==> src/rtl/fs_pkg.sv <==
package fs_pkg;
  localparam int unsigned PINS_PER_GRP = 8;
  localparam int unsigned NUM_GRP      = 4;
  localparam int unsigned GRP_SEL_W    = $clog2(NUM_GRP);

  typedef logic [PINS_PER_GRP-1:0] lvl_byte_t;

  typedef struct packed {
    lvl_byte_t one_lvl;
    lvl_byte_t zero_lvl;
  } lvl_pair_t;
endpackage

==> src/rtl/fs_timer.sv <==
module fs_timer #(
  parameter int unsigned TICK_W = 16
) (
  input  logic              clk,
  input  logic              rst_n,
  input  logic              restart,
  input  logic              advance,
  input  logic [TICK_W-1:0] bit_ticks,
  input  logic [TICK_W-1:0] frame_ticks,
  output logic              frame_last,
  output logic              bit_last
);
  logic [TICK_W-1:0] fcnt, bcnt;
  logic [TICK_W-1:0] bt_m1, ft_m1;

  // zero settings behave like one tick
  assign bt_m1 = (bit_ticks == '0) ? '0 : bit_ticks - 1'b1;
  assign ft_m1 = (frame_ticks == '0) ? '0 : frame_ticks - 1'b1;

  assign frame_last = (fcnt == ft_m1);
  assign bit_last   = (bcnt == bt_m1);

  always_ff @(posedge clk) begin
    if (!rst_n) begin
      fcnt <= '0;
      bcnt <= '0;
    end else if (restart) begin
      fcnt <= '0;
      bcnt <= '0;
    end else if (advance) begin
      fcnt <= fcnt + 1'b1;
      bcnt <= bit_last ? '0 : bcnt + 1'b1;
    end
  end
endmodule

==> src/rtl/fs_shifter.sv <==
module fs_shifter #(
  parameter int unsigned DATA_W = 32
) (
  input  logic              clk,
  input  logic              rst_n,
  input  logic              load,
  input  logic              replay,
  input  logic              shift,
  input  logic [DATA_W-1:0] new_data,
  input  fs_pkg::lvl_pair_t new_lvl,
  output logic              cur_bit,
  output fs_pkg::lvl_pair_t cur_lvl
);
  logic [DATA_W-1:0] sh_q, keep_q;

  always_ff @(posedge clk) begin
    if (!rst_n) begin
      sh_q    <= '0;
      keep_q  <= '0;
      cur_lvl <= '0;
    end else if (load) begin
      sh_q    <= new_data;
      keep_q  <= new_data;
      cur_lvl <= new_lvl;
    end else if (replay) begin
      sh_q <= keep_q;
    end else if (shift) begin
      sh_q <= {1'b0, sh_q[DATA_W-1:1]};
    end
  end

  assign cur_bit = sh_q[0];
endmodule

==> src/rtl/fs_pinmap.sv <==
module fs_pinmap
  import fs_pkg::*;
(
  input  logic                 en,
  input  logic                 bit_val,
  input  lvl_pair_t            lvl,
  input  logic [GRP_SEL_W-1:0] grp_sel,
  input  lvl_byte_t            mask,
  output logic [PINS_PER_GRP*NUM_GRP-1:0] pins,
  output logic [PINS_PER_GRP*NUM_GRP-1:0] oe
);
  lvl_byte_t sel_byte;
  assign sel_byte = bit_val ? lvl.one_lvl : lvl.zero_lvl;

  for (genvar g = 0; g < NUM_GRP; g++) begin : g_grp
    logic hit;
    assign hit = en && (grp_sel == GRP_SEL_W'(g));
    assign pins[g*PINS_PER_GRP +: PINS_PER_GRP] = hit ? (sel_byte & mask) : '0;
    assign oe[g*PINS_PER_GRP +: PINS_PER_GRP]   = hit ? mask : '0;
  end
endmodule

==> src/rtl/frame_serializer.sv <==
module frame_serializer
  import fs_pkg::*;
#(
  parameter int unsigned DATA_W = 32,
  parameter int unsigned TICK_W = 16,
  localparam int unsigned LVL_W = 2 * PINS_PER_GRP,
  localparam int unsigned BUS_W = PINS_PER_GRP * NUM_GRP
) (
  input  logic                    clk,
  input  logic                    rst_n,
  input  logic                    ref_tick,
  input  logic [TICK_W-1:0]       bit_ticks,
  input  logic [TICK_W-1:0]       frame_ticks,
  input  logic [GRP_SEL_W-1:0]    grp_sel,
  input  logic [PINS_PER_GRP-1:0] pin_mask,
  input  logic                    in_valid,
  output logic                    in_ready,
  input  logic [DATA_W-1:0]       in_data,
  input  logic [LVL_W-1:0]        in_level,
  output logic [BUS_W-1:0]        pins_out,
  output logic [BUS_W-1:0]        pins_oe,
  output logic                    underrun,
  output logic                    active
);
  logic frame_last, bit_last;
  logic frame_end, take, replay, step, shift;
  logic cur_bit;
  lvl_pair_t cur_lvl;

  assign frame_end = active && ref_tick && frame_last;
  assign in_ready  = !active || frame_end;
  assign take      = in_valid && in_ready;
  assign replay    = frame_end && !in_valid;
  assign step      = active && ref_tick && !frame_end;
  assign shift     = step && bit_last;

  always_ff @(posedge clk) begin
    if (!rst_n) begin
      active   <= 1'b0;
      underrun <= 1'b0;
    end else if (take) begin
      active   <= 1'b1;
      underrun <= 1'b0;
    end else if (replay) begin
      underrun <= 1'b1;
    end
  end

  fs_timer #(.TICK_W(TICK_W)) u_timer (
    .clk         (clk),
    .rst_n       (rst_n),
    .restart     (take || replay),
    .advance     (step),
    .bit_ticks   (bit_ticks),
    .frame_ticks (frame_ticks),
    .frame_last  (frame_last),
    .bit_last    (bit_last)
  );

  fs_shifter #(.DATA_W(DATA_W)) u_shift (
    .clk      (clk),
    .rst_n    (rst_n),
    .load     (take),
    .replay   (replay),
    .shift    (shift),
    .new_data (in_data),
    .new_lvl  (lvl_pair_t'(in_level)),
    .cur_bit  (cur_bit),
    .cur_lvl  (cur_lvl)
  );

  fs_pinmap u_map (
    .en      (active),
    .bit_val (cur_bit),
    .lvl     (cur_lvl),
    .grp_sel (grp_sel),
    .mask    (pin_mask),
    .pins    (pins_out),
    .oe      (pins_oe)
  );
endmodule

==> config.mk <==
export PLATFORM = sky130hd
export DESIGN_NAME = frame_serializer
export DESIGN_NICKNAME = d
export VERILOG_FILES = /design/src/rtl/fs_pkg.sv /design/src/rtl/fs_timer.sv /design/src/rtl/fs_shifter.sv /design/src/rtl/fs_pinmap.sv /design/src/rtl/frame_serializer.sv
export SDC_FILE = /design/constraint.sdc
export NUM_CORES = 1
export LEC_CHECK = 0
export BUFFER_PORTS_ARGS = -buffer_cell sky130_fd_sc_hd__clkbuf_2
export CAP_MARGIN = 20
export CORE_ASPECT_RATIO = 2
export CORE_UTILIZATION = 45
export CTS_BUF_LIST = sky130_fd_sc_hd__clkbuf_4
export DETAILED_ROUTE_END_ITERATION = 6
export PLACE_DENSITY = 0.66
export SKIP_LAST_GASP = 1
export SYNTH_ARGS = -nofsm -noshare
export SYNTH_HDL_FRONTEND = slang
export SYNTH_HIERARCHICAL = 1
export SYNTH_SLANG_ARGS = --single-unit
==> constraint.sdc <==
create_clock -name clk -period 6.6 [get_ports clk]
set_input_delay 1.32 -clock clk [delete_from_list [all_inputs] [get_ports clk]]
set_output_delay 1.32 -clock clk [all_outputs]
set_load 0.02 [all_outputs]
Word-level counts from Yosys, hierarchy flattened. Cells that the tools add are included.

Register bits: 114. Latch bits: 0. Bits in writable memories: 0. Memory bits (read-only): 0. Bits of input ports: 94. Output and inout bits: 67. Logic and storage cells: 55. Memories kept: 0.

Add/sub/neg operators: 4. $mul: 0. Divide/modulo/power cells: 0. Magnitude comparators: 0. Eq/ne operators: 5. Shifts and indexed selects: 0. Mux-type cells: 15. Bitwise logic cells: 2. Reduce and logical (&&, ||, !) cells: 21.

Operator list (count): $mux 32 (3); $mux 8 (9); $mux 16 (3); $add 16x1->16 const B (2); $eq 16x16->1 (2); $logic_not 16->1 (2); $sub 16x1->16 const B (2); $logic_and 1x1->1 (10); $and 8x8->8 (1); $eq 2x2->1 const B (2); $reduce_or 2->1 (2); $logic_not 1->1 (3); $reduce_bool 3->1 (1); $eq 2x1->1 const B (1); $logic_not 2->1 (1); $logic_or 1x1->1 (2); $not 1->1 (1).

Depth between registers and ports, before layout.
Depth in word-level cells: 10. Depth in mapped cells: 17. Gate-level depth less buffers: 16.

Hierarchy. The synthesis kept the hierarchy.

By module, submodules not included: fs_shifter (times used 1, cells each 402, area each 3432.0 um^2, seq. area each 1601.5 um^2); fs_timer (times used 1, cells each 390, area each 2950.3 um^2, seq. area each 640.6 um^2); fs_pinmap (times used 1, cells each 91, area each 610.6 um^2, seq. area each 0.0 um^2); frame_serializer (times used 1, cells each 16, area each 128.9 um^2, seq. area each 40.0 um^2).

Worst setup path before layout. Ideal clock, no wire load.

Kind: in2out. From: input port frame_ticks[0]. To: output port in_ready. Arrival time: 4210 ps. Slack: 1070 ps. Cell stages on the path: 12. Buffers on the path: 1. Cell sequence: inv_1 > ha_1 > or4b_1 > clkbuf_1 > or4b_1 > nor4_4 > a21oi_1 > o32ai_1 > o211ai_1 > nor4_1 > nand2_2 > nand2_1.

Cells in the longest elaborated chain, start to end: 5.

Ends and longest elaborated chain: start: declaration (line frame_serializer.sv:13) `input logic [TICK_W-1:0] frame_ticks,`; $sub 16x1->16 / $logic_not 16->1 (equally long branches) (line fs_timer.sv:18) `assign ft_m1 = (frame_ticks == '0) ? '0 : frame_ticks - 1'b1;`; $mux 16 * (line fs_timer.sv:18); $eq 16x16->1 * (line fs_timer.sv:20) `assign frame_last = (fcnt == ft_m1);`; net frame_last (line frame_serializer.sv:25) `logic frame_last, bit_last;`; $logic_and 1x1->1 * (line frame_serializer.sv:30) `assign frame_end = active && ref_tick && frame_last;`; $logic_or 1x1->1 * (line frame_serializer.sv:31) `assign in_ready = !active || frame_end;`; end: declaration (line frame_serializer.sv:17) `output logic in_ready,`.

The timed path passes the listed nets; every way through them passes the cells marked *.

Final worst setup path. Same ends and word-level chain as after synthesis.

==> impl_results.md <==
- Clock-pin slew on the worst setup and hold paths: roughly 0.1 ns
- Leak: between 3 and 4 nW
- R2r worst-path depth: 12
- Fraction of layout cells with a size suffix above 1: roughly 22%
- Final Hold Vio Count: 0
- FMAX: 0.1619 GHz
- Overall power: between 1.5 and 2 mW
- Syn nets: approximately 1000
- Final period utilization: a little over 90%
- Post-CTS setup buffer count: 0
- WL met1: between 7000 and 8000 um
- WP depth: 13
- Worst Path Required: around 5.3 ns
- XOR/XNOR share of the synthesized area: approximately 6.6%
- Overall routing resource usage: between 20% and 30%
- Netlist Area Pre-Place: a little over 7000 sq um
- Crit path time final: 6.177 ns
- Main combinational cell family by area after synthesis: simple AND/OR/NAND/NOR gates
- Setup TNS: 0 ns
- Peak supply drop: between 0.1 and 0.15 mV
- Drt drc: 0
- Max clock buf depth: 2
- Setup slack after layout: ~0.42 ns
- H-tree Lvls: 4
- CP Max Fanout: 9
- Max incr delay on CP: 0.61 ns
- Area growth syn-to-layout: 15.30%
- Type of origin of the critical path: input port
- Hold path depth: 2
- CTS tree: built
- Largest net degree at the start of global routing: 84
- CP arrival: about 4.9 ns
- Post-synth ARST share: 0%
- EDFF count, synth: 0
- Layout Skew: ~0.031 ns
- DRT Pass-1 Iters: 5
- Nets: around 1.1k
- Ys flop type: dfxtp_1
- Vias in the first global route: 6598
- Row Count: 64
- Outcome: completed
- Post-synthesis mux area share: under 10%
- Die X: 90.96 um
- Final-report max-slew violation count: 0
- Cells after Synth: between 800 and 900
- DR top layer: met4
- Num ports: about 160
- PostCTS Resize Cnt: 0
- Post-synthesis adder-cell area fraction: less than 1%
- CTS buffer count: 17
- Metal2 WL: between 10000 and 15000 um
- DR iter-0 viols: between 200 and 250
- Hold_buf cts: 0
- RD Place Congestion: approximately 0.9
- Final ANT Viol Nets: 0
- Yosys reg bits: between 100 and 150
- Routed WL per cell: roughly 15 um
- Mapped Avg Cell Area: a little under 8 sq um
- Post-synthesis cell type count: between 60 and 70
- Sequential share of the synthesized area: between 30% and 40%
- # setup viols final: 0
- Power per Cell Area: between 150 and 200 nW/um^2
- CP max-delay cell: or4b_1
- Cell Chain, Critical Path: clkbuf_2 > inv_1 > ha_1 > or4b_1 > or4b_1 > nor4_4 > a21oi_1 > o32ai_1 > o211ai_1 > nor4_1 > nand2_2 > nand2_1 > clkbuf_2
- Simple-Gate Fraction of Synth Area: between 20 and 30%
- HP Class: reg -> reg
- Initial antenna violation count: 1
- Die H: approximately 180 um
- Synth Area in Compound Gates: a little under a fifth
- DR WL met3: around 670 um
- Place WS: between 0.4 and 0.5 ns
- Worst slew pin tran: around 1 ns
- Crit Path Class: in -> out
- Final Routed Wirelength: around 19000 um
- Worst-skew pair later-pin latency: 0.52 ns
- CP Buf/Inv Count: 3
- Worst rel slew slack: between 30% and 40%
- Total congestion overflow: 0
- First-pass GRT wire length: approximately 31000 um
- Post-DP HPWL: roughly 14000 um
- Core area: ~15000 sq um
- Vias per cell: between 5 and 6
- Port Buffers: 160
- Synth warn: 6
- Worst Setup End Kind: output pin
- RSZ-0062 raised after global routing: false
- Total die area: 16360 sq um
- Clock sinks: roughly 110
- Routed vias: 6887
- Fillers: between 1.5k and 2k
- Starting density of the core: a little under half
- MaxCap Viol Count: 0
- CP top delay family: simple AND/OR/NAND/NOR gates
- CTS Root Cell: clkbuf_4
synthesized netlist by cell type, drive strengths merged, types with 3 or more instances:
cell | number | area share (%)
or4 | 7 | 0.74
nand3 | 11 | 0.77
and3 | 4 | 0.42
mux2i | 38 | 5.3
nor2 | 92 | 4.8
ha | 4 | 0.70
nor3 | 51 | 3.6
and2 | 17 | 1.5
nor3b | 7 | 0.97
inv | 44 | 2.3
xor2 | 21 | 2.6
o32ai | 4 | 0.49
or2 | 5 | 0.44
nor4 | 16 | 1.8
clkbuf | 32 | 1.7
nor2b | 22 | 1.9
a211oi | 3 | 0.32
a2111oi | 3 | 0.63
nand2b | 4 | 0.35
and3b | 17 | 2.3
o21ai | 41 | 2.9
xnor2 | 33 | 4.1
or3 | 9 | 0.86
nand2 | 98 | 5.2
buf | 31 | 3.3
a221o | 31 | 4.4
o31a | 3 | 0.37
o211ai | 4 | 0.42
a41o | 3 | 0.42
a21boi | 32 | 3.4
a21oi | 46 | 3.2
nand4 | 21 | 1.8
dfxtp | 114 | 32
cell usage in the layout, fill, tap and decap left out, drive strengths merged, types with 6 or more instances in the layout:
cell	n
a21boi	32
a21oi	46
a221o	31
and2	17
and3b	17
buf	9
clkbuf	177
clkinv	6
dfxtp	114
inv	48
mux2i	38
nand2	98
nand3	11
nand4	21
nor2	92
nor2b	22
nor3	51
nor3b	7
nor4	16
o21ai	41
or3	9
or4	7
xnor2	33
xor2	21
worst paths after layout:
path | startpoint | slack, ns | end
setup / recovery | frame_ticks[0] | 0.42 | in_ready
hold / removal | u_shift/keep_q[9] | 0.48 | u_shift/keep_q[9]
setup reg to reg | u_timer/fcnt[9] | 2.95 | u_shift/sh_q[0]
hold reg to reg | u_shift/keep_q[9] | 0.48 | u_shift/keep_q[9]
metal layers:
metal	global-route usage (%)	vias up
met3	4.442	39
li1	-	3447
met2	44.82	158
met4	9.905	0
met5	0	-
met1	22.73	3243
through the flow:
stage | utilization, % | instances | hold WS, ns | area, sq um
floorplan | - | 899 | 0.4513 | 7122
finish | 53.41 | 1236 | 0.4807 | 8212
global placement | 51.54 | 1203 | 0.4617 | 7924
detailed placement | 51.54 | 1203 | 0.4665 | 7924
global route | 53.41 | 1236 | 0.4994 | 8212
CTS | 53.39 | 1235 | 0.4842 | 8209
cell families (layout without fill, tap and decap cells):
logic type,after synthesis,in the layout
AND/OR/NAND/NOR,388,388
AO/OA/AOI/OAI,192,192
flip-flops,114,114
buffers and inverters,107,245
XOR/XNOR,54,54
multiplexers,40,40
adder cells (fa/ha/maj),4,4
other,0,1
worst register-to-register path, delay by kind of cell, from the launching register on:
family                 cells  cell delay, ns
buffers and inverters      1            0.24
flip-flops                 1            0.51
AO/OA/AOI/OAI              7            1.27
AND/OR/NAND/NOR            4            1.52
power by group:
group          switching, mW  internal (mW)
Clock                  0.295          0.228
Combinational          0.138         0.0997
Sequential            0.0199          0.720
layout make-up:
class                           instances  area [sq um]  area share (%)
Antenna cell                            1         2.502         0.03047
Clock buffer                           17         127.6           1.554
Clock inverter                         15         157.7           1.920
Inverter                               44         165.2           2.011
Multi-Input combinational cell        678          4335           52.80
Sequential cell                       114          2282           27.79
Tap cell                              198         247.7           3.017
Timing Repair Buffer                  169         893.4           10.88
flip-flops by register name, summed over array words and instances, names as in the netlist:
register	count
u_timer/fcnt	16
active	1
u_timer/bcnt	16
u_shift/sh_q	32
underrun	1
u_shift/cur_lvl	16
u_shift/keep_q	32
Note: power is estimated with default switching activity, not from simulation.
